## config.mk

```make
export PLATFORM = sky130hd
export DESIGN_NAME = os_monostable
export DESIGN_NICKNAME = d
export VERILOG_FILES = /design/src/rtl/os_pulse_pkg.sv /design/src/rtl/os_sync_chain.sv /design/src/rtl/os_trig_qualify.sv /design/src/rtl/os_width_timer.sv /design/src/rtl/os_monostable.sv
export SDC_FILE = /design/constraint.sdc
export NUM_CORES = 1
export LEC_CHECK = 0
export BUFFER_PORTS_ARGS = -buffer_cell sky130_fd_sc_hd__clkbuf_2
export CORE_ASPECT_RATIO = 1.1
export CORE_MARGIN = 4
export CORE_UTILIZATION = 30
export DETAILED_ROUTE_END_ITERATION = 10
export HOLD_SLACK_MARGIN = 0.12
export SLEW_MARGIN = 20
export SYNTH_ARGS = -nofsm -noshare
export SYNTH_HDL_FRONTEND = slang
export SYNTH_SLANG_ARGS = --single-unit
```

## constraint.sdc

```tcl
create_clock -name clk -period 3.11 [get_ports clk]
set_clock_uncertainty 0.2 [all_clocks]
set_input_delay 0.1555 -clock clk [delete_from_list [all_inputs] [get_ports clk]]
set_output_delay 0.1555 -clock clk [all_outputs]
set_load 0.005 [all_outputs]
```

## src/rtl/os_pulse_pkg.sv

```systemverilog
package os_pulse_pkg;
    typedef enum logic {
        ST_IDLE   = 1'b0,
        ST_ACTIVE = 1'b1
    } os_state_e;
endpackage

```

## src/rtl/os_sync_chain.sv

```systemverilog
module os_sync_chain #(
    parameter int STAGES = 2
) (
    input  logic clk,
    input  logic rst_n,
    input  logic d,
    output logic q
);
    logic [STAGES-1:0] sr;

    always_ff @(posedge clk or negedge rst_n) begin
        if (!rst_n) begin
            sr <= '0;
        end else begin
            sr <= {sr[STAGES-2:0], d};
        end
    end

    assign q = sr[STAGES-1];
endmodule

```

## src/rtl/os_trig_qualify.sv

```systemverilog
module os_trig_qualify #(
    parameter int STAGES = 2
) (
    input  logic clk,
    input  logic rst_n,
    input  logic fall_raw,
    input  logic rise_raw,
    output logic fire
);
    // One cycle after the synchroniser fills, the previous-value register holds a real sample too.
    localparam int WARM = STAGES + 1;
    localparam int WCW  = $clog2(WARM + 1);

    logic [1:0] raw;
    logic [1:0] cur;
    logic [1:0] prev;
    logic [WCW-1:0] warm;
    logic ready;
    logic fall_edge;
    logic rise_edge;

    assign raw = {rise_raw, fall_raw};

    // index 0: falling-edge trigger, index 1: rising-edge trigger
    for (genvar g = 0; g < 2; g++) begin : g_sync
        os_sync_chain #(.STAGES(STAGES)) u_sync (
            .clk   (clk),
            .rst_n (rst_n),
            .d     (raw[g]),
            .q     (cur[g])
        );
    end

    always_ff @(posedge clk or negedge rst_n) begin
        if (!rst_n) begin
            prev <= '0;
            warm <= '0;
        end else begin
            prev <= cur;
            if (!ready) begin
                warm <= warm + WCW'(1);
            end
        end
    end

    assign ready     = (warm == WCW'(WARM));
    assign fall_edge = prev[0] & ~cur[0];
    assign rise_edge = ~prev[1] & cur[1];
    // each trigger is enabled by the level of the other
    assign fire = ready & ((fall_edge & cur[1]) | (rise_edge & ~cur[0]));
endmodule

```

## src/rtl/os_width_timer.sv

```systemverilog
module os_width_timer #(
    parameter int W = 8
) (
    input  logic         clk,
    input  logic         rst_n,
    input  logic         load,
    input  logic [W-1:0] width,
    input  logic         run,
    output logic         done
);
    logic [W-1:0] cnt;
    logic [W-1:0] eff;

    // a zero width is treated as one cycle
    assign eff = (width == '0) ? W'(1) : width;

    always_ff @(posedge clk or negedge rst_n) begin
        if (!rst_n) begin
            cnt <= '0;
        end else if (load) begin
            cnt <= eff - W'(1);   // width captured here only
        end else if (run && cnt != '0) begin
            cnt <= cnt - W'(1);
        end
    end

    assign done = (cnt == '0);

    a_r5_count_down: assert property (@(posedge clk) disable iff (!rst_n)
        (!load && run && cnt != '0) |=> (cnt == $past(cnt) - W'(1)));

    a_r7_hold_width: assert property (@(posedge clk) disable iff (!rst_n)
        (!load && !run) |=> $stable(cnt));
endmodule

```

## src/rtl/os_monostable.sv

```systemverilog
module os_monostable #(
    parameter int W           = 8,
    parameter int SYNC_STAGES = 2
) (
    input  logic         clk,
    input  logic         rst_n,
    input  logic         trig_fall_i,
    input  logic         trig_rise_i,
    input  logic [W-1:0] width_i,
    output logic         pulse_o,
    output logic         pulse_n_o
);
    import os_pulse_pkg::*;

    os_state_e state;
    os_state_e state_nx;
    logic      fire;
    logic      tmr_done;
    logic      tmr_load;
    logic      q_r;
    logic      qn_r;

    os_trig_qualify #(.STAGES(SYNC_STAGES)) u_qual (
        .clk      (clk),
        .rst_n    (rst_n),
        .fall_raw (trig_fall_i),
        .rise_raw (trig_rise_i),
        .fire     (fire)
    );

    assign tmr_load = (state == ST_IDLE) && fire;

    os_width_timer #(.W(W)) u_timer (
        .clk   (clk),
        .rst_n (rst_n),
        .load  (tmr_load),
        .width (width_i),
        .run   (state == ST_ACTIVE),
        .done  (tmr_done)
    );

    // next state: FIRE and EXPIRE
    always_comb begin
        state_nx = state;
        unique case (state)
            ST_IDLE:   if (fire)     state_nx = ST_ACTIVE;  // FIRE
            ST_ACTIVE: if (tmr_done) state_nx = ST_IDLE;    // EXPIRE; triggers ignored
            default:                 state_nx = ST_IDLE;
        endcase
    end

    // state register; ABORT on reset
    always_ff @(posedge clk or negedge rst_n) begin
        if (!rst_n) begin
            state <= ST_IDLE;
        end else begin
            state <= state_nx;
        end
    end

    // outputs, registered separately from each other
    always_ff @(posedge clk or negedge rst_n) begin
        if (!rst_n) begin
            q_r  <= 1'b0;
            qn_r <= 1'b1;
        end else begin
            q_r  <= (state_nx == ST_ACTIVE);
            qn_r <= (state_nx != ST_ACTIVE);
        end
    end

    assign pulse_o   = q_r;
    assign pulse_n_o = qn_r;

    a_r8_complement: assert property (@(posedge clk) disable iff (!rst_n)
        pulse_o != pulse_n_o);

    a_r6_hold_active: assert property (@(posedge clk) disable iff (!rst_n)
        (state == ST_ACTIVE && !tmr_done) |=> (state == ST_ACTIVE));

    a_r2_start_needs_fire: assert property (@(posedge clk) disable iff (!rst_n)
        $rose(pulse_o) |-> $past(fire));

    a_r5_end_on_expiry: assert property (@(posedge clk) disable iff (!rst_n)
        $fell(pulse_o) |-> $past(tmr_done));
endmodule

```

# Word level (Yosys, flattened, before mapping)
# Cells that the tools add are included.
word_totals:
  word_cells: 33
  ff_bits: 18
  in_bits: 12
  output_inout_bits: 2
op_classes:
  reduce_logical: 6
  n_mux: 6
  eq_ne: 1
  n_bitwise: 10
  add_sub_neg: 3
op_table:
  columns: ["operator", "n"]
  rows:
  - ["8-bit 2-to-1 mux", 3]
  - ["8-bit logical NOT", 2]
  - ["8-bit by 1-bit subtractor with 8-bit output, second input constant", 2]
  - ["8-bit nonzero test", 1]
  - ["1-bit AND", 5]
  - ["1-bit NOT", 4]
  - ["2-bit by 1-bit adder with 2-bit output, second input constant", 1]
  - ["2-bit == test, second input constant", 1]
  - ["1-bit logical AND", 2]
  - ["1-bit 2-to-1 mux", 2]
  - ["1-bit one-hot mux with 2 select lines", 1]
  - ["2-bit nonzero test", 1]
  - ["1-bit OR", 1]

# Depth between registers and ports, before layout
depth:
  word_depth: 8
  depth_mapped: 11
  ltp_nobuf: 9

# Hierarchy
# From an unflattened synthesis, not the netlist that was laid out.
hier_totals:
  hier_cells: 88
  area_unflattened_um2: 1024.7
modules_own_cells:
  columns: ["module", "area_per_inst_um2", "seq_area_each_um2", "n_inst", "cells_each"]
  rows:
  - ["os_width_timer", 696.9, 200.2, 1, 68]
  - ["os_trig_qualify", 151.4, 100.1, 1, 10]
  - ["os_sync_chain", 50.0, 50.0, 2, 2]
  - ["os_monostable", 76.3, 51.3, 1, 6]

# Worst setup path after synthesis
# No wires, ideal clock.
synth_timing:
  path_type: "register to register"
  startpoint: "reg u_qual.warm[0]"
  endpoint: "reg u_timer.cnt[6]"
  path_slack_ns: 0.734
  path_buffers: 2
  stages_incl_launch_ff: 11
  synth_period_minus_slack_ns: 2.376
  arrival_ns: 2.098
  path_cell_list: "dfrtp_1 ha_1 nand4bb_1 or2_1 clkbuf_1 mux2i_1 ha_1 clkbuf_1 a311oi_1 a41o_2 a21oi_1"
synth_via:
  elab_chain_len: 4
  elab_cells_between_ends: 5
  cone_classes: "1 x eq/ne; 1 x mux; 1 x bitwise; 2 x reduce/logical"
synth_lines:
  columns: ["element", "line", "text"]
  rows:
  - ["start, declared", "os_trig_qualify.sv:17", "logic [WCW-1:0] warm;"]
  - ["start signal, assigned", "os_trig_qualify.sv:41", "warm <= warm + WCW'(1);"]
  - ["2-bit == test (*)", "os_trig_qualify.sv:46", "assign ready = (warm == WCW'(WARM));"]
  - ["1-bit AND (*)", "os_trig_qualify.sv:50", "assign fire = ready & ((fall_edge & cur[1]) | (rise_edge & ~cur[0]));"]
  - ["1-bit logical AND (*)", "os_monostable.sv:31", "assign tmr_load = (state == ST_IDLE) && fire;"]
  - ["8-bit 2-to-1 mux / 2-bit nonzero test (equally long branches)", null, null]
  - ["end signal, assigned", "os_width_timer.sv:21", "cnt <= eff - W'(1);"]
  - ["end signal, assigned", "os_width_timer.sv:23", "cnt <= cnt - W'(1);"]
  - ["end, declared", "os_width_timer.sv:11", "logic [W-1:0] cnt;"]
# Mark *: on every way between the ends. The rest lies on a longest branch, timed or not.
# A chain may end at the register's enable or synchronous reset.

# Worst setup path in the final report
layout_timing:
  startpoint: "reg u_qual.warm[0]"
  endpoint: "reg u_timer.cnt[7]"
# Same word-level chain as after synthesis.

==> results.json <==
{
  "ff2ff_path_depth": 8,
  "path_buf_inv": 1,
  "port-buffer-count": 13,
  "timing.slew.headroom_pct": 62.5,
  "netlist-cell-type-count": 34,
  "rsz0062_at_grt": "no",
  "wl_um": 2050,
  "synth_compound_gate_area_share_pct": 17.0,
  "hpwlAfterDp_um": 1520,
  "tightestPinTransition_ns": 0.561,
  "drv_cap": 0,
  "internal_power_uw": 521,
  "grt_pass1_wl_um": 3730,
  "syn-cell-area_sq_um": 928,
  "first_pass_iters": 4,
  "antenna_found_initial": 0,
  "synthAdderAreaFrac_pct": 2.70,
  "num_io_pins": 14,
  "syn_to_final_growth_pct": 25.5,
  "vias": 751,
  "synthXorXnorAreaFrac_pct": 5.66,
  "die_y_um": 66.3,
  "fillers": 266,
  "drt_iter0_markers": 33,
  "startpoint": "u_qual.warm[0]",
  "p_leak_nw": 0.479,
  "reg2reg_slack_ns": 0.20,
  "startpoint_type": "flip-flop",
  "placed_cell_area_sq_um": 1030,
  "ys.flop_type": "dfrtp_1",
  "p_switching_uw": 285,
  "setup_slack_ns": 0.196,
  "worstSetupEndpointType": "flip-flop",
  "fin_crit_ns": 2.91,
  "h-tree-depth": 1,
  "start_util_pct": 32.3,
  "pwr-share-comb_pct": 35.6,
  "p_seq_share_pct": 47.0,
  "critPathMaxStageDelay_ns": 0.55,
  "grt_usage_pct": 12.4,
  "yosysWarnings": 0,
  "clk_pin_slew_ns": 0.10,
  "clockRootBuffer": "clkbuf_4",
  "path_class": "flip-flop to flip-flop",
  "synth_top_family_by_area": "simple AND/OR/NAND/NOR gates",
  "drc": 0,
  "cts_sinks": 18,
  "yosys-top-cells-area": "dfrtp_1, nor2_1, mux2_2, a211oi_1, dfstp_2",
  "cp.required_ns": 3.09,
  "setup_violations": 0,
  "cts_buffer_depth": 2,
  "crit_slowest_cell": "dlygate4sd3_1",
  "hold_violations": 0,
  "swShare_pct": 35.4,
  "fin_crit_sh_pct": 93.7,
  "cp.arrival_ns": 2.89,
  "synth_top_area_share_pct": 45.8,
  "clk_latency_ns": 0.29,
  "synthArstFlopShare_pct": 100,
  "path_cells": "ha_1 -> nand4bb_1 -> or3_1 -> o22ai_2 -> a21boi_4 -> a41oi_1 -> a31o_2 -> dlygate4sd3_1",
  "status": "finished clean",
  "fin_tns_setup_ns": 0,
  "cts_tree": "built",
  "final_core_util_pct": 40.5,
  "synth_seq_cells": 18,
  "viasPerCell": 5.29,
  "drive_above_1_share_pct": 30.3,
  "max-vdd-ir-drop_mv": 0.409,
  "cp_top_family": "compound AO/OA/AOI/OAI gates",
  "synth-edff-count": 0,
  "r2r_end": "u_timer.cnt[7]",
  "core_area_sq_um": 2880,
  "die_w_um": 61.0,
  "hold_slack_ns": 0.134,
  "cts_setup_buffers": 0,
  "power_per_cell_area_nw_per_um2": 692,
  "place_ws_ns": 0.641,
  "hold_path.class": "primary input to async pin",
  "finalMaxSlewViolations": 0,
  "fmax_mhz": 343,
  "synthMuxAreaShare_pct": 4.72,
  "cts_inserted_buffers": 3,
  "yosys.area.top_type": "dfrtp_1",
  "synthSimpleGateAreaFrac_pct": 19.1,
  "grt.overflow.total": 0,
  "routedWlPerCell_um": 14.4,
  "dieArea_sq_um": 4050,
  "core.rowCount": 20,
  "syn_nets": 99,
  "yosysSeqAreaShare_pct": 48.7,
  "ant_nets": 0,
  "postSynthAreaPerCell_sq_um": 10.9,
  "path_max_fanout": 6,
  "grt_pass1_vias": 782,
  "final_cell_area_sq_um": 1160,
  "grt_max_degree": 19,
  "n_antenna_cell": 0,
  "p_clk_share_pct": 17.4,
  "r2r-start": "u_qual.warm[0]",
  "num-nets-final": 124,
  "gp_congestion": 0.884,
  "synthCells": 85
}
power by group through the flow:
stage               sequential, mW  combinational (mW)  clock [mW]
finish                       0.379               0.287       0.140
global route                 0.388               0.322       0.162
CTS                          0.376               0.287       0.146
detailed placement           0.381               0.268           0
global placement             0.375               0.262           0
floorplan                    0.354               0.209           0
metal layers:
layer	up-vias	routed length, um	global-route usage, %
li1	360	-	-
met1	361	973	17.0
met2	28	898	16.9
met3	2	159	5.08
met4	0	19	4.88
met5	-	0	0
area by class of cell:
type	count	area (sq um)	area share (%)
Multi-Input combinational cell	62	459	39.4
Inverter	1	3.75	0.322
Sequential cell	18	452	38.8
Tap cell	33	41.3	3.54
Timing Repair Buffer	24	173	14.8
Clock buffer	4	36.3	3.11
cells in the mapped netlist, types with 2 or more instances:
library cell  instances
a311oi_1              2
a21oi_1               4
ha_1                  2
mux2_2                3
xor2_1                3
nor3_1                3
nor4_1                3
nand3_1               3
nand2_1               4
dfrtp_1              17
or3_1                 2
xnor2_1               3
nor2_1               10
clkbuf_1              3
a211oi_1              4
worst max path at each step:
stage / endpoint / depth (start not counted) / slack (ns)
2_1_floorplan: u_timer.cnt[6] / 10 / 0.73
3_3_place_gp: u_timer.cnt[6] / 8 / 0.67
3_5_place_dp: u_timer.cnt[6] / 8 / 0.64
4_1_cts: u_timer.cnt[7] / 9 / 0.16
5_1_grt: u_timer.cnt[7] / 8 / 0.05
6_report: u_timer.cnt[7] / 8 / 0.20
stage by stage:
step | instances | total power, mW
after floorplan | 85 | 0.563
after global placement | 128 | 0.637
after detailed placement | 128 | 0.649
after CTS | 142 | 0.809
after global routing | 142 | 0.873
final | 142 | 0.807
cells by family (layout without fill, tap and decap cells):
family          after synthesis  count (layout)
compound gates               18              18
xor+xnor                      6               6
fa+ha+maj                     2               2
buf+inv                       5              29
flops                        18              18
mux                           4               4
simple gates                 32              32
registers in the layout, summed over array words and instances, names as in the netlist:
name	flops
pulse_n_o	1
pulse_o	1
u_qual.warm	2
u_timer.cnt	8
u_qual.g_sync.u_sync.sr	4
u_qual.prev	2
worst reg2reg max path, cell delays in order, from the launching register on:
cell and delay [ns]:
dfrtp_1 0.37, ha_1 0.21, nand4bb_1 0.17, or3_1 0.40, o22ai_2 0.23, a21boi_4 0.29
a41oi_1 0.15, a31o_2 0.24, dlygate4sd3_1 0.55
layout by cell type, fill, tap and decap left out, types with 4 or more instances in the layout:
cell           instances
dfrtp_1               17
clkbuf_2              13
dlygate4sd3_1         10
nor2_1                 9
a21oi_1                4
nand2_1                4
a211oi_1               4
repair_timing:
| action | 4_1_cts | 5_1_grt |
|---|---|---|
| hold buffers | 10 | 0 |
| endpoints found under the hold margin | 26 | 0 |
| setup endpoints to repair | 0 | 1 |
| gates resized for setup | 0 | 1 |
(Power assumes the default switching activity.)
